## src/rtl/vamo_pkg.sv

```systemverilog
package vamo_pkg;
  typedef enum logic [3:0] {
    OP_SWAP = 4'd0, OP_ADD = 4'd1, OP_XOR = 4'd2, OP_AND = 4'd3, OP_OR = 4'd4,
    OP_MIN  = 4'd5, OP_MAX = 4'd6, OP_MINU = 4'd7, OP_MAXU = 4'd8
  } amo_op_e;

  typedef enum logic [3:0] {
    ST_IDLE, ST_MASK, ST_INDEX, ST_PROBE, ST_OPND,
    ST_LOAD, ST_STORE, ST_RETURN, ST_TAIL, ST_DONE
  } seq_state_e;
endpackage

```

## src/rtl/vamo_alu.sv

```systemverilog
module vamo_alu #(
  parameter int EW = 64
) (
  input  logic [3:0]    op,
  input  logic          half,
  input  logic [EW-1:0] mem_old,
  input  logic [EW-1:0] operand,
  output logic [EW-1:0] store_val,
  output logic [EW-1:0] return_val
);
  import vamo_pkg::*;
  localparam int HW = EW / 2;

  // Widen a half-width value; full-width values pass through.
  function automatic logic [EW-1:0] widen(input logic [EW-1:0] v, input logic nar,
                                          input logic sgn);
    if (!nar) return v;
    return sgn ? {{HW{v[HW-1]}}, v[HW-1:0]} : {{HW{1'b0}}, v[HW-1:0]};
  endfunction

  function automatic logic [EW-1:0] combine(input amo_op_e code, input logic [EW-1:0] a,
                                            input logic [EW-1:0] b);
    logic uns;
    logic a_ge_b;
    uns    = (code == OP_MINU) || (code == OP_MAXU);
    a_ge_b = uns ? (a >= b) : ($signed(a) >= $signed(b));
    case (code)
      OP_ADD:         return a + b;
      OP_XOR:         return a ^ b;
      OP_AND:         return a & b;
      OP_OR:          return a | b;
      OP_MIN, OP_MINU: return a_ge_b ? b : a;
      OP_MAX, OP_MAXU: return a_ge_b ? a : b;
      default:        return b;
    endcase
  endfunction

  amo_op_e      code;
  logic         is_uns;
  logic [EW-1:0] ea, eb, res;

  always_comb begin
    code   = amo_op_e'(op);
    is_uns = (code == OP_MINU) || (code == OP_MAXU);
    ea     = widen(mem_old, half, !is_uns);
    eb     = widen(operand, half, !is_uns);
    res    = combine(code, ea, eb);
    store_val  = half ? {{HW{1'b0}}, res[HW-1:0]} : res;
    return_val = widen(mem_old, half, 1'b1);
  end
endmodule

```

## src/rtl/vamo_elem_sel.sv

```systemverilog
module vamo_elem_sel #(
  parameter int EW     = 64,
  parameter int ADDR_W = 32,
  parameter int IDX_W  = 4,
  parameter int MSP_W  = 8
) (
  input  logic [IDX_W-1:0]  elem_i,
  input  logic [MSP_W-1:0]  stride,
  input  logic [EW-1:0]     mask_word,
  input  logic [ADDR_W-1:0] base,
  input  logic [EW-1:0]     index_word,
  output logic [IDX_W-1:0]  mask_elem,
  output logic              mask_bit,
  output logic [ADDR_W-1:0] elem_addr
);
  localparam int EW_LG = $clog2(EW);
  localparam int POS_W = IDX_W + MSP_W;

  function automatic logic [POS_W-1:0] bit_pos(input logic [IDX_W-1:0] i,
                                               input logic [MSP_W-1:0] s);
    return POS_W'(i) * POS_W'(s);
  endfunction

  logic [POS_W-1:0] pos;
  always_comb begin
    pos       = bit_pos(elem_i, stride);
    mask_elem = IDX_W'(pos >> EW_LG);
    mask_bit  = mask_word[pos[EW_LG-1:0]];
    elem_addr = base + index_word[ADDR_W-1:0];
  end
endmodule

```

## src/rtl/vamo_seq.sv

```systemverilog
module vamo_seq #(
  parameter int EW       = 64,
  parameter int ADDR_W   = 32,
  parameter int MAX_ELEM = 16,
  parameter int MSP_W    = 8,
  localparam int IDX_W   = $clog2(MAX_ELEM),
  localparam int CNT_W   = $clog2(MAX_ELEM + 1)
) (
  input  logic              clk,
  input  logic              rst_n,
  input  logic              start,
  input  logic [3:0]        op,
  input  logic              half_mem,
  input  logic              mask_en,
  input  logic              wd,
  input  logic [4:0]        data_reg,
  input  logic [4:0]        index_reg,
  input  logic [ADDR_W-1:0] base,
  input  logic [CNT_W-1:0]  vl,
  input  logic [CNT_W-1:0]  vlmax,
  input  logic [MSP_W-1:0]  mask_stride,
  output logic              busy,
  output logic              done,
  output logic              fault,
  output logic [4:0]        vr_rd_sel,
  output logic [IDX_W-1:0]  vr_rd_elem,
  input  logic [EW-1:0]     vr_rd_data,
  output logic              vr_we,
  output logic [4:0]        vr_wr_sel,
  output logic [IDX_W-1:0]  vr_wr_elem,
  output logic [EW-1:0]     vr_wr_data,
  output logic              probe_req,
  output logic [ADDR_W-1:0] probe_addr,
  input  logic              probe_ack,
  input  logic              probe_ok,
  output logic              mem_req,
  output logic              mem_we,
  output logic              mem_half,
  output logic [ADDR_W-1:0] mem_addr,
  output logic [EW-1:0]     mem_wdata,
  input  logic              mem_ack,
  input  logic [EW-1:0]     mem_rdata
);
  import vamo_pkg::*;

  seq_state_e        state;
  logic [3:0]        op_q;
  logic              half_q, mask_q, wd_q, rmw_pass, fault_q;
  logic [4:0]        vd_q, vs_q;
  logic [ADDR_W-1:0] base_q, addr_q;
  logic [CNT_W-1:0]  vl_q, vlmax_q, cnt;
  logic [MSP_W-1:0]  stride_q;
  logic [EW-1:0]     opnd_q, old_q;

  // Named internal events
  logic [CNT_W-1:0]  cnt_nxt;
  logic              last_elem, ev_accept, ev_elem_end, ev_probe_fail, ev_skip;
  logic [IDX_W-1:0]  elem_i, mask_elem;
  logic              mask_bit;
  logic [ADDR_W-1:0] elem_addr;
  logic [EW-1:0]     store_val, return_val;

  assign elem_i    = cnt[IDX_W-1:0];
  assign cnt_nxt   = cnt + CNT_W'(1);
  assign last_elem = (cnt_nxt == vl_q);
  assign ev_accept = start && (state == ST_IDLE);
  assign ev_skip   = (state == ST_MASK) && !(!mask_q || mask_bit);
  assign ev_probe_fail = (state == ST_PROBE) && probe_ack && !probe_ok;
  assign ev_elem_end = ev_skip
                    || ((state == ST_PROBE) && probe_ack && probe_ok)
                    || ((state == ST_STORE) && mem_ack && !wd_q)
                    || (state == ST_RETURN);

  vamo_elem_sel #(.EW(EW), .ADDR_W(ADDR_W), .IDX_W(IDX_W), .MSP_W(MSP_W)) u_sel (
    .elem_i(elem_i), .stride(stride_q), .mask_word(vr_rd_data), .base(base_q),
    .index_word(vr_rd_data), .mask_elem(mask_elem), .mask_bit(mask_bit),
    .elem_addr(elem_addr)
  );

  vamo_alu #(.EW(EW)) u_alu (
    .op(op_q), .half(half_q), .mem_old(old_q), .operand(opnd_q),
    .store_val(store_val), .return_val(return_val)
  );

  // Register store read steering
  always_comb begin
    vr_rd_sel  = vd_q;
    vr_rd_elem = elem_i;
    case (state)
      ST_MASK:  begin vr_rd_sel = 5'd0; vr_rd_elem = mask_elem; end
      ST_INDEX: vr_rd_sel = vs_q;
      default:  vr_rd_sel = vd_q;
    endcase
  end

  // Outputs
  assign busy       = (state != ST_IDLE);
  assign done       = (state == ST_DONE);
  assign fault      = done && fault_q;
  assign probe_req  = (state == ST_PROBE);
  assign probe_addr = addr_q;
  assign mem_req    = (state == ST_LOAD) || (state == ST_STORE);
  assign mem_we     = (state == ST_STORE);
  assign mem_half   = half_q;
  assign mem_addr   = addr_q;
  assign mem_wdata  = store_val;
  assign vr_we      = (state == ST_RETURN) || (state == ST_TAIL);
  assign vr_wr_sel  = vd_q;
  assign vr_wr_elem = elem_i;
  assign vr_wr_data = (state == ST_RETURN) ? return_val : '0;

  always_ff @(posedge clk or negedge rst_n) begin
    if (!rst_n) begin
      state <= ST_IDLE;
      op_q <= '0; half_q <= 1'b0; mask_q <= 1'b0; wd_q <= 1'b0;
      rmw_pass <= 1'b0; fault_q <= 1'b0;
      vd_q <= '0; vs_q <= '0; base_q <= '0; addr_q <= '0;
      vl_q <= '0; vlmax_q <= '0; cnt <= '0; stride_q <= '0;
      opnd_q <= '0; old_q <= '0;
    end else begin
      case (state)
        ST_IDLE: if (ev_accept) begin
          op_q <= op; half_q <= half_mem; mask_q <= mask_en; wd_q <= wd;
          vd_q <= data_reg; vs_q <= index_reg; base_q <= base;
          vl_q <= vl; vlmax_q <= vlmax; stride_q <= mask_stride;
          cnt <= '0; rmw_pass <= 1'b0; fault_q <= 1'b0;
          state <= (vl == '0) ? ST_DONE : ST_MASK;
        end
        ST_MASK:  if (!ev_skip) state <= ST_INDEX;
        ST_INDEX: begin
          addr_q <= elem_addr;
          state  <= rmw_pass ? ST_OPND : ST_PROBE;
        end
        ST_PROBE: if (ev_probe_fail) begin
          fault_q <= 1'b1;
          state   <= ST_DONE;
        end
        ST_OPND: begin
          opnd_q <= vr_rd_data;
          state  <= ST_LOAD;
        end
        ST_LOAD: if (mem_ack) begin
          old_q <= mem_rdata;
          state <= ST_STORE;
        end
        ST_STORE: if (mem_ack && wd_q) state <= ST_RETURN;
        ST_TAIL: begin
          cnt <= cnt_nxt;
          if (cnt_nxt == vlmax_q) state <= ST_DONE;
        end
        ST_DONE: state <= ST_IDLE;
        default: ;
      endcase

      if (ev_elem_end) begin
        if (!last_elem) begin
          cnt   <= cnt_nxt;
          state <= ST_MASK;
        end else if (!rmw_pass) begin
          rmw_pass <= 1'b1;
          cnt      <= '0;
          state    <= ST_MASK;
        end else if (vl_q < vlmax_q) begin
          cnt   <= vl_q;
          state <= ST_TAIL;
        end else begin
          state <= ST_DONE;
        end
      end
    end
  end

  // Assertions
  assert_zero_vl_R1: assert property (@(posedge clk) disable iff (!rst_n)
    (start && !busy && vl == '0) |=> (done && !fault));

  assert_no_write_in_probe_pass_R3: assert property (@(posedge clk) disable iff (!rst_n)
    probe_req |-> !mem_req && !vr_we);

  assert_tail_writes_zero_R9: assert property (@(posedge clk) disable iff (!rst_n)
    (vr_we && vr_wr_elem >= vl_q[IDX_W-1:0] && vl_q < vlmax_q && !$past(mem_req))
      |-> (vr_wr_data == '0));

  assert_req_held_R10: assert property (@(posedge clk) disable iff (!rst_n)
    (mem_req && !mem_ack) |=> (mem_req && $stable(mem_addr) && $stable(mem_we)));

  assert_read_before_write_R10: assert property (@(posedge clk) disable iff (!rst_n)
    (mem_req && !mem_we && mem_ack) |=> (mem_req && mem_we && $stable(mem_addr)));

  assert_done_pulse_R11: assert property (@(posedge clk) disable iff (!rst_n)
    done |=> !done);

  assert_fault_with_done_R11: assert property (@(posedge clk) disable iff (!rst_n)
    fault |-> done);

  assert_probe_mem_exclusive_R10: assert property (@(posedge clk) disable iff (!rst_n)
    $onehot0({probe_req, mem_req, vr_we}));
endmodule

```

## config.mk

```make
export PLATFORM = sky130hd
export DESIGN_NAME = vamo_seq
export DESIGN_NICKNAME = d
export VERILOG_FILES = /design/src/rtl/vamo_pkg.sv /design/src/rtl/vamo_alu.sv /design/src/rtl/vamo_elem_sel.sv /design/src/rtl/vamo_seq.sv
export SDC_FILE = /design/constraint.sdc
export NUM_CORES = 1
export LEC_CHECK = 0
export BUFFER_PORTS_ARGS = -buffer_cell sky130_fd_sc_hd__buf_2
export CORE_UTILIZATION = 50
export DETAILED_ROUTE_END_ITERATION = 16
export PLACE_DENSITY_LB_ADDON = 0.15
export SLEW_MARGIN = 10
export SYNTH_ARGS = -nofsm -noshare
export SYNTH_HDL_FRONTEND = slang
export SYNTH_SLANG_ARGS = --single-unit
```

## constraint.sdc

```tcl
create_clock -name clk -period 4.7 [get_ports clk]
set_input_delay 0.235 -clock clk [delete_from_list [all_inputs] [get_ports clk]]
set_output_delay 0.235 -clock clk [all_outputs]
set_load 0.05 [all_outputs]
```

==> reports/qor.yml, run 1 <==
status: "finished with violations"
violations: "negative setup slack"
grt-busiest-layer: "met2"
ant_nets: 0
fin_cells: 4043
cts_root_buffer: "clkbuf_16"
clock_sinks: 238
vias: 24540
io_buffers: 418
die_width_um: 213.1
grt_pass1_vias: 24420
grt_max_degree: 98
crit_arrival_ns: 5.48
area_delta_synth_final_pct: 43.56
rrSetupSlack_ns: 0.33
fmax_mhz: 174.9
post-route-min-period_ns: 5.717
cap_violations: 0
synth_cell_types: 78
async_flop_share: 1.000
synth_edf_count: 0
worst_hold_slack_ns: 0.03228
multi_input_area_sq_um: 16000
hpwlAfterDp_um: 65860
gp_congestion: 1.040
synthesis.nets: 3108
fin_ws_ns: -1.017
finalHoldViolCount: 0
insertion_delay_ns: 0.62
crit_path_max_fanout: 8
finalWirelength_um: 93080
yosysWarnings: 0
grt_antenna_before_repair: 5
cts_tree: "done"
initial_core_util: 0.5118
vias_per_cell: 6.070
syn_area_sq_um: 22290
cp_slowest_cell: "dfrtp_2"
grt_overflow: 0
path_clk_slew_ns: 0.06
grt_use_met1: 0.5248
wire_per_inst_um: 23.02
numCtsBuffers: 29
layout.nets: 3887
path_class: "register to output pin"
finalSetupViolations: 64
cpMostUsedCell: "buf_4"
drc_errors: 0
first_pass_iters: 6
worstMarginPinSlew_ns: 1.453
rsz0062_at_grt: "yes"
cpPeakStageDelay_ns: 0.44
core_area_sq_um: 43550
drtIter0Drc: 2393
worst_hold_path_type: "primary input to register"
htreeDepth: 1
num-fill-cells: 3307
ys.flop_type: "dfrtp_1"
met2_usage: 0.6373
track_usage: 0.3983
fp.dieH_um: 213.1
final_cell_mix: "buf_2 (354), buf_4 (292), nand2_1 (268), dfrtp_1 (236), ha_1 (222)"
ys_seq_elements: 238
slew_violations: 0
dieArea_sq_um: 45430
ios: 419
final_core_util: 0.7348
required_ns: 4.47
final_common_cell: "buf_2"
clk_path_buf_depth: 3
avgSynthCellArea_sq_um: 8.399
grt_pass1_wl_um: 139500
synth-seq-area-share: 0.2672
dp_slack_ns: -0.5475
endpoint_kind: "output pin"
clock_skew_ns: 0.04134
place_inst: 3740
startpoint_type: "register"
relSlewSlack: 0.02834
synth_cells: 2654
drive_above_1_share: 0.3405
period_share: 1.216
grt_util_met3: 0.08178
num_rows: 76
seq_area_sq_um: 5958
-- kinds of logic after synthesis --
group,Yosys count,synth area share
buf+inv,393,0.07376
mux,187,0.1045
simple gates,716,0.1461
fa+ha+maj,253,0.1467
xor+xnor,90,0.03536
flops,238,0.2672
compound gates,777,0.2264
-- Yosys cell counts (7+ instances only) --
library cell / number / area (sq um)
nor4_1: 12 / 75.07
and4_1: 9 / 78.83
nand4_1: 20 / 125.1
mux2_2: 165 / 1858
xnor2_1: 51 / 446.7
ha_1: 239 / 2990
a21o_1: 33 / 247.7
or3_1: 10 / 62.56
buf_2: 18 / 90.09
nor2b_1: 19 / 118.9
o21a_1: 12 / 90.09
buf_1: 18 / 67.56
nor2_1: 205 / 769.5
nand2b_1: 15 / 93.84
a221oi_1: 46 / 402.9
a211oi_1: 27 / 202.7
a31oi_1: 22 / 137.6
and2_1: 29 / 181.4
o31ai_1: 13 / 97.59
o21ai_1: 7 / 35.03
a221oi_2: 9 / 135.1
o221ai_1: 13 / 113.9
fa_1: 14 / 280.3
nor3_1: 42 / 210.2
o21bai_1: 32 / 240.2
xor2_1: 39 / 341.6
clkbuf_1: 126 / 473.0
a22o_1: 10 / 87.58
a21oi_1: 199 / 996.0
a221o_1: 29 / 290.3
a22oi_1: 33 / 247.7
mux4_2: 20 / 450.4
o211ai_1: 18 / 135.1
nand3_1: 37 / 185.2
o21ai_0: 219 / 1096
dfrtp_1: 238 / 5956
and3_1: 18 / 112.6
inv_1: 192 / 720.7
buf_4: 37 / 277.8
nand2_1: 275 / 1032
-- layout make-up --
type	count	area share
multi-input combinational	2023	0.5001
sequential	238	0.1862
clock inverter	8	0.004223
clock buffer	44	0.02600
tap	585	0.02287
antenna	4	0.0003128
timing repair buffer	948	0.2376
inverter	193	0.02264
-- state kept, by name, summed over array words and instances (netlist names) --
| name | cells |
|---|---|
| cnt | 5 |
| old_q | 64 |
| base_q | 32 |
| vl_q | 5 |
| state | 4 |
| mem_half | 1 |
| mem_addr | 32 |
| rmw_pass | 1 |
| stride_q | 8 |
| opnd_q | 64 |
| vs_q | 5 |
| fault_q | 1 |
| vr_wr_sel | 5 |
| vlmax_q | 5 |
| op_q | 4 |
| wd_q | 1 |
| mask_q | 1 |
-- what timing repair did --
item | CTS | global route
resized for setup | 252 | 52
setup endpoints to repair | 64 | 72
cloned | 6 | 4
setup buffers | 35 | 18
hold buffers | 193 | 0
pin swaps | 62 | 39
endpoints found under the hold margin | 286 | 0
-- metrics by stage --
| step | instance area [sq um] | setup TNS (ns) |
|---|---|---|
| final | 32000 | -60.13 |
| after CTS | 31540 | -47.31 |
| after detailed placement | 27030 | -28.56 |
| after global routing | 32000 | -68.38 |
| after global placement | 27030 | -32.04 |
| after floorplan | 22500 | 0 |
-- final timing paths --
path                                from             to  cells past startpoint
max                              op_q[3]  mem_wdata[16]                     27
min                        vr_rd_data[3]      opnd_q[3]                      3
max reg2reg                  stride_q[0]         cnt[1]                     14
min reg2reg                 mem_addr[16]   mem_addr[16]                      2
max in group asynchronous          rst_n        vs_q[3]                      3
min in group asynchronous          rst_n       old_q[8]                      2
-- worst max-delay path: cells and delay by family, from the launching register on --
family | cells | cell delay, ns
buf+inv | 11 | 1.79
simple gates | 9 | 1.32
compound gates | 6 | 1.13
flops | 1 | 0.44
fa+ha+maj | 1 | 0.22
-- metal layers --
layer / part of all wire / vias to the layer above / wire, um
met4: 0.049 / 0 / 4549
met3: 0.098 / 276 / 9130
met1: 0.41 / 11870 / 37710
met5: 0 / - / 0
li1: - / 11010 / -
met2: 0.45 / 1392 / 41690
Power of run 1 is not shown: default switching activity piles up to over one toggle a cycle in this logic, so the estimate is an artifact.
==> run 2: changes to the inputs <==
Settings changed: CELL_PAD_IN_SITES_DETAIL_PLACEMENT from default to 0, CELL_PAD_IN_SITES_GLOBAL_PLACEMENT from default to 1, CORE_UTILIZATION 50 to 39.
==> run 2 against run 1 <==
Effect of this change: core utilization shrank 15 points; critical path type unchanged; first-iteration DRC count shrank 33%; routed wire length grew 1.2%; global-route usage shrank 8.4 points; the flow still finishes with violations (negative setup slack); clock-buffer cell count shrank 1; critical endpoint is now mem_wdata[63]; cell area grew 2.2%; largest cell class unchanged; final cell count grew 4.8%; critical path depth shrank 4.
==> reports/qor.yml, run 2 (same netlist as run 1, synthesis figures left out) <==
drive_above_1_share: 0.3532
cts_root_buffer: "clkbuf_16"
numCtsBuffers: 30
finalWirelength_um: 94240
rsz0062_at_grt: "yes"
worst_hold_slack_ns: 0.03326
grt_antenna_before_repair: 4
crit_arrival_ns: 5.50
crit_path_max_fanout: 9
ios: 419
htreeDepth: 1
dieArea_sq_um: 58110
final_common_cell: "buf_2"
area_delta_synth_final_pct: 46.74
timing.rr.start: "stride_q[0]"
finalHoldViolCount: 0
track_usage: 0.3139
grt_overflow: 0
vias_per_cell: 5.617
cpPeakStageDelay_ns: 0.57
num_rows: 87
critPathTopFamily: "simple AND/OR/NAND/NOR gates"
path_clk_slew_ns: 0.06
seq_area_sq_um: 5958
die_width_um: 241.1
cp_cell_sequence: "nor2b_4 -> and2_4 -> a21oi_4 -> buf_6 -> nand3_4 -> buf_12 -> buf_12 -> nand2_8 -> ha_4 -> or4_4 -> buf_6 -> nor4_4 -> nand4_1 -> buf_4 -> nor4_4 -> buf_4 -> or4_4 -> nand3_4 -> nand2_8 -> buf_12 -> a221oi_2 -> o211ai_1 -> clkbuf_16"
hpwlAfterDp_um: 69330
reg_top3: "old_q: 64 flops, opnd_q: 64 flops"
io_buffers: 418
insertion_delay_ns: 0.59
finalSetupViolations: 64
wire_per_inst_um: 22.25
rrSetupSlack_ns: 0.26
worst-path-buf-inv: 8
ant_nets: 0
clk_path_buf_depth: 3
holdPathStages: 3
clock_sinks: 238
fin_cells: 4236
initial_core_util: 0.3953
startpoint_type: "register"
vias: 23790
num-fill-cells: 5089
drtIter0Drc: 1601
status: "finished with violations"
place_inst: 3932
r2r_cells: 15
cpMostUsedCell: "buf_12"
core_area_sq_um: 56390
cts_tree: "done"
cap_violations: 0
final_core_util: 0.5801
gp_congestion: 0.9663
worstMarginPinSlew_ns: 1.157
grt_pass1_vias: 23490
reg2reg_to: "cnt[1]"
clock_skew_ns: 0.009380
final_area_sq_um: 32710
grt_pass1_wl_um: 139300
first_pass_iters: 5
path_class: "register to output pin"
cp_slowest_cell: "or4_4"
endpoint_kind: "output pin"
worst_hold_path_type: "primary input to register"
required_ns: 4.47
slew_violations: 0
final_cell_mix: "buf_2 (353), buf_4 (305), nand2_1 (257), dfrtp_1 (236), ha_1 (216)"
fp.dieH_um: 241.1
period_share: 1.220
fin_ws_ns: -1.036
whs_endpoint: "opnd_q[1]"
hold_start: "vr_rd_data[1]"
multi_input_area_sq_um: 16230
violations: "negative setup slack"
grt_max_degree: 121
layout.nets: 3907
post-route-min-period_ns: 5.736
relSlewSlack: 0.2218
fmax_mhz: 174.3
placed_area_sq_um: 27390
drc_errors: 0
[run 2: changes by cell type in the layout (fill, tap and decap cells not counted), moves of 6 or more]
cell / delta
buf_4: +13
buf_6: +6
nand2_1: -11
nand2_2: +7
ha_1: -6
[run 2: worst reg2reg max path, cell delays in order (launching register included)]
cell and delay [ns]:
dfrtp_1 0.42, nand2_1 0.10, fa_1 0.53, inv_1 0.05, fa_1 0.56, inv_1 0.07
fa_1 0.46, xor2_1 0.16, buf_4 0.18, mux4_2 0.55, mux2_2 0.31, o21ai_0 0.22
nand3_1 0.10, nand3_1 0.12, o21ai_1 0.21, a22o_1 0.26
[run 2: area by class of cell]
type | count | share of cell area
Sequential cell | 238 | 0.1822
Timing Repair Buffer | 967 | 0.2377
Clock inverter | 13 | 0.005432
Inverter | 193 | 0.02215
Multi-Input combinational cell | 2023 | 0.4962
Tap cell | 756 | 0.02892
Clock buffer | 43 | 0.02724
Antenna cell | 3 | 0.0002295
[run 2: worst max-delay path by stage]
stage               depth (start not counted)  startpoint       endpoint  slack (ns)
floorplan                                  19     op_q[3]  mem_wdata[49]       0.008
global placement                           21     op_q[3]  mem_wdata[19]       -0.43
detailed placement                         22     op_q[2]  mem_wdata[19]       -0.72
CTS                                        22     op_q[2]  mem_wdata[26]       -0.87
global route                               23     op_q[2]  mem_wdata[63]       -1.13
finish                                     23     op_q[2]  mem_wdata[63]       -1.04
[run 2: through the flow]
| stage | worst slack (ns) | setup TNS, ns |
|---|---|---|
| 3_3_place_gp | -0.4290 | -19.90 |
| 5_1_grt | -1.130 | -65.72 |
| 2_1_floorplan | 0.008387 | 0 |
| 6_report | -1.036 | -57.57 |
| 4_1_cts | -0.8654 | -49.06 |
| 3_5_place_dp | -0.7162 | -38.16 |
[run 2: metal layers]
layer | GRT usage | vias up | share of wire
met5 | 0 | - | 0.00011
met4 | 0.1091 | 2 | 0.033
met3 | 0.04644 | 180 | 0.067
met2 | 0.5099 | 950 | 0.46
met1 | 0.4235 | 11620 | 0.43
li1 | - | 11040 | -
[run 2: what timing repair did]
| action | 4_1_cts | 5_1_grt |
|---|---|---|
| hold buffers | 191 | 0 |
| gates resized for setup | 271 | 103 |
| hold endpoints to repair | 259 | 0 |
| setup endpoints to repair | 64 | 69 |
| pin swaps | 55 | 68 |
| gates cloned | 4 | 1 |
| buffers inserted | 35 | 21 |
Power of run 2 is left out for the same reason.
